## src/rtl/wlink_pkg.sv

```systemverilog
package wlink_pkg;
  typedef enum logic [1:0] {
    FK_IDLE = 2'b00,
    FK_HEAD = 2'b01,
    FK_BODY = 2'b10,
    FK_TAIL = 2'b11
  } flit_kind_e;
endpackage

```

## src/rtl/wlink_fifo.sv

```systemverilog
module wlink_fifo #(
  parameter int W     = 18,
  parameter int DEPTH = 4
) (
  input  logic         clk_i,
  input  logic         rst_ni,
  input  logic         wr_i,
  input  logic [W-1:0] wdata_i,
  input  logic         rd_i,
  output logic [W-1:0] rdata_o,
  output logic         empty_o,
  output logic         full_o
);
  localparam int AW = (DEPTH > 2) ? $clog2(DEPTH) : 1;
  localparam int CW = $clog2(DEPTH + 1);

  logic [W-1:0]  mem_q [DEPTH];
  logic [AW-1:0] wp_q, rp_q;
  logic [CW-1:0] cnt_q;

  assign empty_o = (cnt_q == '0);
  assign full_o  = (cnt_q == CW'(DEPTH));
  assign rdata_o = mem_q[rp_q];

  function automatic logic [AW-1:0] bump(input logic [AW-1:0] p);
    return (p == AW'(DEPTH - 1)) ? '0 : p + 1'b1;
  endfunction

  always_ff @(posedge clk_i or negedge rst_ni) begin
    if (!rst_ni) begin
      wp_q  <= '0;
      rp_q  <= '0;
      cnt_q <= '0;
    end else begin
      if (wr_i) wp_q <= bump(wp_q);
      if (rd_i) rp_q <= bump(rp_q);
      cnt_q <= cnt_q + CW'(wr_i) - CW'(rd_i);
    end
  end

  always_ff @(posedge clk_i) begin
    if (wr_i) mem_q[wp_q] <= wdata_i;
  end


  no_overflow_chk: assert property (@(posedge clk_i) disable iff (!rst_ni)
    full_o |-> (!wr_i || rd_i));

  no_underflow_chk: assert property (@(posedge clk_i) disable iff (!rst_ni)
    rd_i |-> !empty_o);
endmodule

```

## src/rtl/wlink_tx.sv

```systemverilog
module wlink_tx
  import wlink_pkg::*;
#(
  parameter int DATA_W = 16,
  parameter int CTL_W  = 4,
  parameter int CRD_W  = 4,
  parameter int DEPTH  = 4
) (
  input  logic              clk_i,
  input  logic              rst_ni,
  input  logic              src_valid_i,
  output logic              src_ready_o,
  input  logic [DATA_W-1:0] src_tag_i,
  input  logic [DATA_W-1:0] src_data_i,
  input  logic              src_last_i,
  output logic [DATA_W-1:0] phit_o,
  output logic [CTL_W-1:0]  ctl_o,
  input  logic [CRD_W-1:0]  credit_i
);
  localparam int CNT_W = $clog2(DEPTH + 1) + 1;
  localparam int SUM_W = CNT_W + CRD_W;

  logic [CNT_W-1:0]  cred_q;
  logic              open_q;
  logic [DATA_W-1:0] phit_q;
  flit_kind_e        kind_q, kind_d;
  logic              has_cred, send_head, send_beat, sent;
  logic [SUM_W-1:0]  cred_sum;

  assign has_cred    = (cred_q != '0);
  assign send_head   = !open_q && src_valid_i && has_cred;
  assign send_beat   = open_q && src_valid_i && has_cred;
  assign sent        = send_head || send_beat;
  assign src_ready_o = open_q && has_cred;
  assign cred_sum    = SUM_W'(cred_q) + SUM_W'(credit_i) - SUM_W'(sent);

  always_comb begin
    kind_d = FK_IDLE;
    if (send_head)      kind_d = FK_HEAD;
    else if (send_beat) kind_d = src_last_i ? FK_TAIL : FK_BODY;
  end

  always_ff @(posedge clk_i or negedge rst_ni) begin
    if (!rst_ni) begin
      cred_q <= CNT_W'(DEPTH);
      open_q <= 1'b0;
      phit_q <= '0;
      kind_q <= FK_IDLE;
    end else begin
      cred_q <= CNT_W'(cred_sum);
      kind_q <= kind_d;
      phit_q <= send_head ? src_tag_i : (send_beat ? src_data_i : '0);
      if (send_head) open_q <= 1'b1;
      else if (send_beat && src_last_i) open_q <= 1'b0;
    end
  end

  assign phit_o = phit_q;
  assign ctl_o  = {{(CTL_W - 2){1'b0}}, kind_q};


  cred_bound_chk: assert property (@(posedge clk_i) disable iff (!rst_ni)
    cred_q <= CNT_W'(DEPTH));

  no_cred_idle_chk: assert property (@(posedge clk_i) disable iff (!rst_ni)
    (cred_q == '0) |=> (ctl_o == '0));

  tail_closes_chk: assert property (@(posedge clk_i) disable iff (!rst_ni)
    (kind_q == FK_TAIL) |-> !open_q);

  head_opens_chk: assert property (@(posedge clk_i) disable iff (!rst_ni)
    (kind_q == FK_HEAD) |-> open_q);
endmodule

```

## src/rtl/wlink_rx.sv

```systemverilog
module wlink_rx
  import wlink_pkg::*;
#(
  parameter int DATA_W = 16,
  parameter int CTL_W  = 4,
  parameter int CRD_W  = 4,
  parameter int DEPTH  = 4
) (
  input  logic              clk_i,
  input  logic              rst_ni,
  input  logic [DATA_W-1:0] phit_i,
  input  logic [CTL_W-1:0]  ctl_i,
  output logic [CRD_W-1:0]  credit_o,
  output logic              dst_valid_o,
  input  logic              dst_ready_i,
  output logic [DATA_W-1:0] dst_data_o,
  output logic              dst_first_o,
  output logic              dst_last_o,
  output logic              frame_err_o
);
  localparam int EW = DATA_W + 2;

  flit_kind_e        kind;
  logic              is_head, is_data, keep, drop, deq, empty, full;
  logic              open_q, err_q;
  logic [CRD_W-1:0]  credit_q;
  logic [EW-1:0]     head_ent;

  assign kind    = flit_kind_e'(ctl_i[1:0]);
  assign is_head = (kind == FK_HEAD);
  assign is_data = (kind == FK_BODY) || (kind == FK_TAIL);
  assign keep    = is_head || (is_data && open_q);
  assign drop    = is_data && !open_q;
  assign deq     = dst_valid_o && dst_ready_i;

  wlink_fifo #(.W(EW), .DEPTH(DEPTH)) u_buf (
    .clk_i   (clk_i),
    .rst_ni  (rst_ni),
    .wr_i    (keep),
    .wdata_i ({is_head, kind == FK_TAIL, phit_i}),
    .rd_i    (deq),
    .rdata_o (head_ent),
    .empty_o (empty),
    .full_o  (full)
  );

  always_ff @(posedge clk_i or negedge rst_ni) begin
    if (!rst_ni) begin
      open_q   <= 1'b0;
      err_q    <= 1'b0;
      credit_q <= '0;
    end else begin
      if (is_head) open_q <= 1'b1;
      else if (kind == FK_TAIL) open_q <= 1'b0;
      err_q    <= err_q || drop;
      credit_q <= CRD_W'(deq) + CRD_W'(drop);
    end
  end

  assign dst_valid_o = !empty;
  assign dst_first_o = head_ent[EW-1];
  assign dst_last_o  = head_ent[EW-2];
  assign dst_data_o  = head_ent[DATA_W-1:0];
  assign credit_o    = credit_q;
  assign frame_err_o = err_q;


  rsv_zero_chk: assert property (@(posedge clk_i) disable iff (!rst_ni)
    ctl_i[CTL_W-1:2] == '0);

  err_sticky_chk: assert property (@(posedge clk_i) disable iff (!rst_ni)
    err_q |=> err_q);

  out_hold_chk: assert property (@(posedge clk_i) disable iff (!rst_ni)
    (dst_valid_o && !dst_ready_i) |=> (dst_valid_o && $stable(dst_data_o)));

  space_chk: assert property (@(posedge clk_i) disable iff (!rst_ni)
    keep |-> (!full || deq));
endmodule

```

## src/rtl/wlink_framer.sv

```systemverilog
module wlink_framer #(
  parameter int DATA_W = 16,
  parameter int CTL_W  = 4,
  parameter int CRD_W  = 4,
  parameter int DEPTH  = 4
) (
  input  logic              clk_i,
  input  logic              rst_ni,
  input  logic              src_valid_i,
  output logic              src_ready_o,
  input  logic [DATA_W-1:0] src_tag_i,
  input  logic [DATA_W-1:0] src_data_i,
  input  logic              src_last_i,
  output logic [DATA_W-1:0] tx_phit_o,
  output logic [CTL_W-1:0]  tx_ctl_o,
  input  logic [CRD_W-1:0]  tx_credit_i,
  input  logic [DATA_W-1:0] rx_phit_i,
  input  logic [CTL_W-1:0]  rx_ctl_i,
  output logic [CRD_W-1:0]  rx_credit_o,
  output logic              dst_valid_o,
  input  logic              dst_ready_i,
  output logic [DATA_W-1:0] dst_data_o,
  output logic              dst_first_o,
  output logic              dst_last_o,
  output logic              frame_err_o
);
  wlink_tx #(.DATA_W(DATA_W), .CTL_W(CTL_W), .CRD_W(CRD_W), .DEPTH(DEPTH)) u_tx (
    .clk_i       (clk_i),
    .rst_ni      (rst_ni),
    .src_valid_i (src_valid_i),
    .src_ready_o (src_ready_o),
    .src_tag_i   (src_tag_i),
    .src_data_i  (src_data_i),
    .src_last_i  (src_last_i),
    .phit_o      (tx_phit_o),
    .ctl_o       (tx_ctl_o),
    .credit_i    (tx_credit_i)
  );

  wlink_rx #(.DATA_W(DATA_W), .CTL_W(CTL_W), .CRD_W(CRD_W), .DEPTH(DEPTH)) u_rx (
    .clk_i       (clk_i),
    .rst_ni      (rst_ni),
    .phit_i      (rx_phit_i),
    .ctl_i       (rx_ctl_i),
    .credit_o    (rx_credit_o),
    .dst_valid_o (dst_valid_o),
    .dst_ready_i (dst_ready_i),
    .dst_data_o  (dst_data_o),
    .dst_first_o (dst_first_o),
    .dst_last_o  (dst_last_o),
    .frame_err_o (frame_err_o)
  );
endmodule

```

## config.mk

```make
export PLATFORM = sky130hd
export DESIGN_NAME = wlink_framer
export DESIGN_NICKNAME = d
export VERILOG_FILES = /design/src/rtl/wlink_pkg.sv /design/src/rtl/wlink_fifo.sv /design/src/rtl/wlink_tx.sv /design/src/rtl/wlink_rx.sv /design/src/rtl/wlink_framer.sv
export SDC_FILE = /design/constraint.sdc
export NUM_CORES = 1
export LEC_CHECK = 0
export ABC_CLOCK_PERIOD_IN_PS = 4900
export BUFFER_PORTS_ARGS = -buffer_cell sky130_fd_sc_hd__buf_4
export CORE_MARGIN = 8
export CORE_UTILIZATION = 45
export CTS_BUF_LIST = sky130_fd_sc_hd__clkbuf_8
export DETAILED_ROUTE_END_ITERATION = 6
export PLACE_DENSITY = 0.69
export SLEW_MARGIN = 10
export SYNTH_ARGS = -nofsm -noshare
export SYNTH_HDL_FRONTEND = slang
export SYNTH_SLANG_ARGS = --single-unit
```

## constraint.sdc

```tcl
create_clock -name clk_i -period 4.9 [get_ports clk_i]
set_input_delay 0.49 -clock clk_i [delete_from_list [all_inputs] [get_ports clk_i]]
set_output_delay 0.49 -clock clk_i [all_outputs]
set_load 0.1 [all_outputs]
```

---- Word level (Yosys, flattened, before mapping) ----
Memory sizes are Yosys's and may differ from the RTL's.
Cells that the tools add are included.
word-level totals
  memories ................................ 1
  RAM bits ................................ 72
  output and inout port bits .............. 45
  bits of input ports ..................... 61
  logic and storage cells ................. 56
  register bits after elaboration ......... 36
operators by class
  mux-type cells .......................... 13
  equal/unequal tests ..................... 5
  add/subtract/negate cells ............... 7
  reductions and logical operators ........ 20
memories
  memory            depth  width  rd ports  clocked after Yosys merged registers in  wr ports  line              source
  u_rx.u_buf.mem_q  4      18     1         0                                        1         wlink_fifo.sv:17  logic [W-1:0] mem_q [DEPTH];
operators by type and width
  cell                 count
  $mux 16              2
  $logic_and 1x1->1    9
  $eq 2x2->1 const B   4
  $mux 2               4
  $mux 1               7
  $add 2x1->2 const B  2
  $add 4x4->4          1
  $logic_or 1x1->1     4
  $reduce_bool 2->1    2
  $reduce_bool 4->1    1
  $sub 4x1->4          1
  $add 3x1->3          1
  $logic_not 1->1      3
  $logic_not 3->1      1
  $sub 3x1->3          1
  $add 1x1->2          1
  $eq 2x1->1 const B   1

---- Logic depth before layout (Yosys ltp) ----
  depth after elaboration ................. 6
  depth in mapped cells ................... 9
  depth with buffers taken out ............ 8

---- Cells and area by module ----
From an unflattened synthesis, not the netlist that was laid out.
unflattened totals
  cells, all modules ...................... 244
  area, all modules ....................... 4,311.6 um^2
by module, submodules not included
  module      cells an instance  area an instance (um^2)  times used
  wlink_fifo  130                3,010.4                  1
  wlink_tx    97                 1,112.3                  1
  wlink_rx    17                 188.9                    1

---- Worst setup path after synthesis ----
No wires, ideal clock.
  kind .................................... reg-to-output
  start ................................... reg u_tx.cred_q[2]
  end ..................................... out src_ready_o
  setup slack ............................. 2.563 ns
  required time ........................... 4.410 ns
  cell stages (with the launch flop) ...... 3
  arrival time ............................ 1.847 ns
  cells stage by stage .................... dfstp_2 -> nor4_1 -> nor2_1
on the way
  cells in the longest elaborated chain, start to end .. 2
ends and longest elaborated chain
  item                      line                source
  start: declaration        wlink_tx.sv:23      logic [CNT_W-1:0] cred_q;
  start signal: assignment  wlink_tx.sv:45      cred_q <= CNT_W'(DEPTH);
  start signal: assignment  wlink_tx.sv:50      cred_q <= CNT_W'(cred_sum);
  $reduce_bool 4->1         wlink_tx.sv:30      assign has_cred = (cred_q != '0);
  $logic_and 1x1->1         wlink_tx.sv:34      assign src_ready_o = open_q && has_cred;
  end: declaration          wlink_framer.sv:10  output logic src_ready_o,
No other way between the ends.

---- Final worst setup path ----
  start ................................... reg u_tx.cred_q[1]
  end ..................................... reg u_tx.cred_q[1]
on the way
  cells in the longest elaborated chain, start to end .. 4
ends and longest elaborated chain
  item                                                                 line            source
  parallel branches: the longest is 3 deep, another holds $add 4x4->4  --
  $sub 4x1->4 (*)                                                      wlink_tx.sv:35  assign cred_sum = SUM_W'(cred_q) + SUM_W'(credit_i) - SUM_W'(sent);
  via u_tx.cred_sum[1]                                                 wlink_tx.sv:28  logic [SUM_W-1:0] cred_sum;
Mark *: on every way through the listed nets, which the timed path passes.
A chain may end at the register's enable or synchronous reset.

==> results.yml <==
worst_setup_path:
  crit_family: "compound AO/OA/AOI/OAI gates"
  path_buf_inv: 4
  critical_path_class: "register to register"
  crit_path_start_kind: "register"
  max_stage_delay_ns: 1.02
  crit_path_cell_trace: "o41ai_4 -> inv_1 -> ha_1 -> inv_1 -> ha_1 -> inv_1 -> fa_1 -> inv_1"
  cp_common_cell: "inv_1"
  cp_data_arrival_time_ns: 3.01
  cp-end-kind: "register"
  cp_slowest_cell: "o41ai_4"
  critPathMaxFanout: 21
  cp.required_ns: 5.17
timing:
  relSlewSlack_pct: 26.8
  final_hold_viol_count: 0
  setup_viol: 0
  tns_ns: 0
  worstMarginPinSlew_ns: 1.09
  skew_ns: 0.00811
  min_period_ns: 2.74
  fin_crit_sh_pct: 55.9
  fmax_ghz: 0.365
  final_max_slew_viol_count: 0
  rsz0062_at_grt: "false"
die:
  chipHeight_um: 114
  rows: 36
  die_x_um: 114
  pin_count: 106
  die_area_um2: 13100
  core-area_um2: 9590
  start_util_pct: 45.3
placed_design:
  port-buffer-count: 99
  hpwl_mm: 5.70
  gp_congestion: 0.666
global_route:
  grt_pass1_vias: 2569
  grt_overflow: 0
  grt_max_degree: 35
  grt_first_pass_wirelength_mm: 13.4
  grt.total_usage_pct: 13.5
  antenna_found_initial: 0
routing:
  drt_iter0_markers: 72
  drc: 0
  vias_per_cell: 4.75
  avgRoutedWirePerCell_um: 17.0
  routed_wl_mm: 8.14
  dr.pass1.iters: 4
  dr_total_vias: 2279
  antenna_left: 0
flow_run:
  drv_cap: 0
synth:
  synth-async-reset-ratio_pct: 32.1
  synth.yosys.seq_area_share_pct: 69.3
  synth-seq-cells: 106
  avgSynthCellArea_um2: 18.1
  postSynthCellCount: 240
  synth_edf_count: 72
  ys_types: 31
  synth_warnings: 0
  syn_area_um2: 4350
  synth-main-ff-cell: "edfxtp_1"
final_layout:
  area_growth_pct: 22.9
  nets: 419
  antenna_cells: 0
  drive_above_1_share_pct: 39.5
clocking:
  numCtsBuffers: 9
  cts_hold_buf: 0
  cts_tree: "done"
  cts_sinks: 106
  clk-insertion-delay-late_ns: 0.37
  cts_root_buffer: "clkbuf_8"
  clk_path_buf_depth: 2
  cts_resized: 0
  htreeDepth: 3
  path_clk_slew_ns: 0.10
  post_cts_buffers: 0
hold_path:
  hp-class: "input port to asynchronous set/reset pin"
status:
  run_status: "complete, no violations"
[stage by stage]
| step | hold slack [ns] | worst slack (ns) | utilization [%] | cell area, µm² | std cells |
|---|---|---|---|---|---|
| after floorplan | 0.194 | 2.56 | - | 4360 | 243 |
| final | 0.0537 | 2.16 | 55.7 | 5350 | 480 |
| after global placement | 0.455 | 2.17 | 54.0 | 5180 | 464 |
| after global routing | 0.0615 | 1.90 | 55.7 | 5350 | 480 |
| after CTS | 0.0547 | 2.11 | 55.7 | 5350 | 480 |
| after detailed placement | 0.459 | 2.12 | 54.0 | 5180 | 464 |
[flip-flops by register name (all words and copies together), names as in the netlist]
name,cells
u_rx.u_buf.rp_q,2
u_tx.open_q,1
u_rx.open_q,1
u_rx.frame_err_o,1
u_rx.u_buf.mem_q,72
u_tx.cred_q,4
u_rx.credit_o,2
u_tx.phit_o,16
u_rx.u_buf.cnt_q,3
u_rx.u_buf.wp_q,2
u_tx.kind_q,2
[routing by layer]
layer  routed length (µm)  vias to the layer above  track usage (%)  part of all wire [%]
li1                     -                     1069                -                     -
met1                 3520                     1122             16.1                    43
met2                 3780                       76             20.9                    46
met3                  671                       12             5.49                   8.2
met4                  167                        0             6.65                   2.1
met5                    0                        -                0                     0
[cells by family (layout without fill, tap and decap cells)]
kind of cell,Yosys count,after routing,share of synthesized area [%]
flip-flops,106,106,69.3
AND/OR/NAND/NOR,32,32,3.80
XOR/XNOR,6,6,1.21
multiplexers,38,38,14.9
other,1,4,0.0862
adder cells (fa/ha/maj),16,16,4.95
AO/OA/AOI/OAI,7,7,1.52
buffers and inverters,34,138,4.26
[placed cells by master (no fill, tap or decap)]
master,synthesis,routed
a21o_1,2,2
a21oi_1,3,3
a21oi_2,1,1
and2_1,1,1
and2b_1,3,3
buf_4,7,100
clkbuf_8,0,9
clkinv_1,0,1
clkinv_2,0,3
clkinv_4,0,2
conb_1,1,4
dfrtp_1,33,33
dfstp_2,1,1
edfxtp_1,72,72
fa_1,2,2
ha_1,14,14
inv_1,22,22
inv_6,0,1
mux2_2,2,2
mux2_4,2,2
mux2i_1,16,16
mux4_1,8,8
mux4_2,10,10
nand2_4,1,1
nor2_1,20,20
nor2b_1,2,1
nor2b_2,1,2
nor3_1,1,1
nor4_1,1,1
o41ai_4,1,1
or2_2,1,1
or3_4,1,1
xnor2_1,5,5
xor2_1,1,1
[worst register-to-register path, delay by kind of cell, from the launching register on]
kind	cells	cell delay, ns
flops	1	0.44
buf+inv	4	0.27
compound gates	1	1.02
fa+ha+maj	3	0.93
[cell type report]
cell class,instances,area [µm²]
well taps,133,166
fillers,784,4250
inverters,22,82.6
multi-input cells,103,1160
flip-flops and latches,106,3010
repair buffers,100,751
clock buffers,9,124
clock inverters,7,45.0
[worst paths after layout]
path	start	end	slack, ns	cells after the start
min reg2reg	u_rx.frame_err_o$_DFF_PN0_	u_rx.frame_err_o$_DFF_PN0_	0.49	1
max	u_tx.cred_q[1]$_DFF_PN0_	u_tx.cred_q[1]$_DFF_PN0_	2.16	8
max reg2reg	u_tx.cred_q[1]$_DFF_PN0_	u_tx.cred_q[1]$_DFF_PN0_	2.16	8
max in group asynchronous	rst_ni	u_tx.cred_q[2]$_DFF_PN1_	4.49	1
min in group clk_i	rx_phit_i[0]	u_rx.u_buf.mem_q[2][0]$_DFFE_PP_	0.32	1
min	rst_ni	u_tx.phit_o[13]$_DFF_PN0_	0.05	1
[Yosys cell counts, types with 3 or more instances]
library cell  number  area [µm²]
mux2i_1           16         160
xnor2_1            5        43.8
a21oi_1            3        15.0
buf_6              4        45.0
buf_4              7        52.6
dfrtp_1           33         826
nor2_1            20        75.1
and2b_1            3        22.5
mux4_2            10         225
edfxtp_1          72        2160
inv_1             22        82.6
mux4_1             8         210
ha_1              14         175
Power is not shown: default switching activity piles up to over one toggle a cycle in this logic, so the estimate is an artifact.
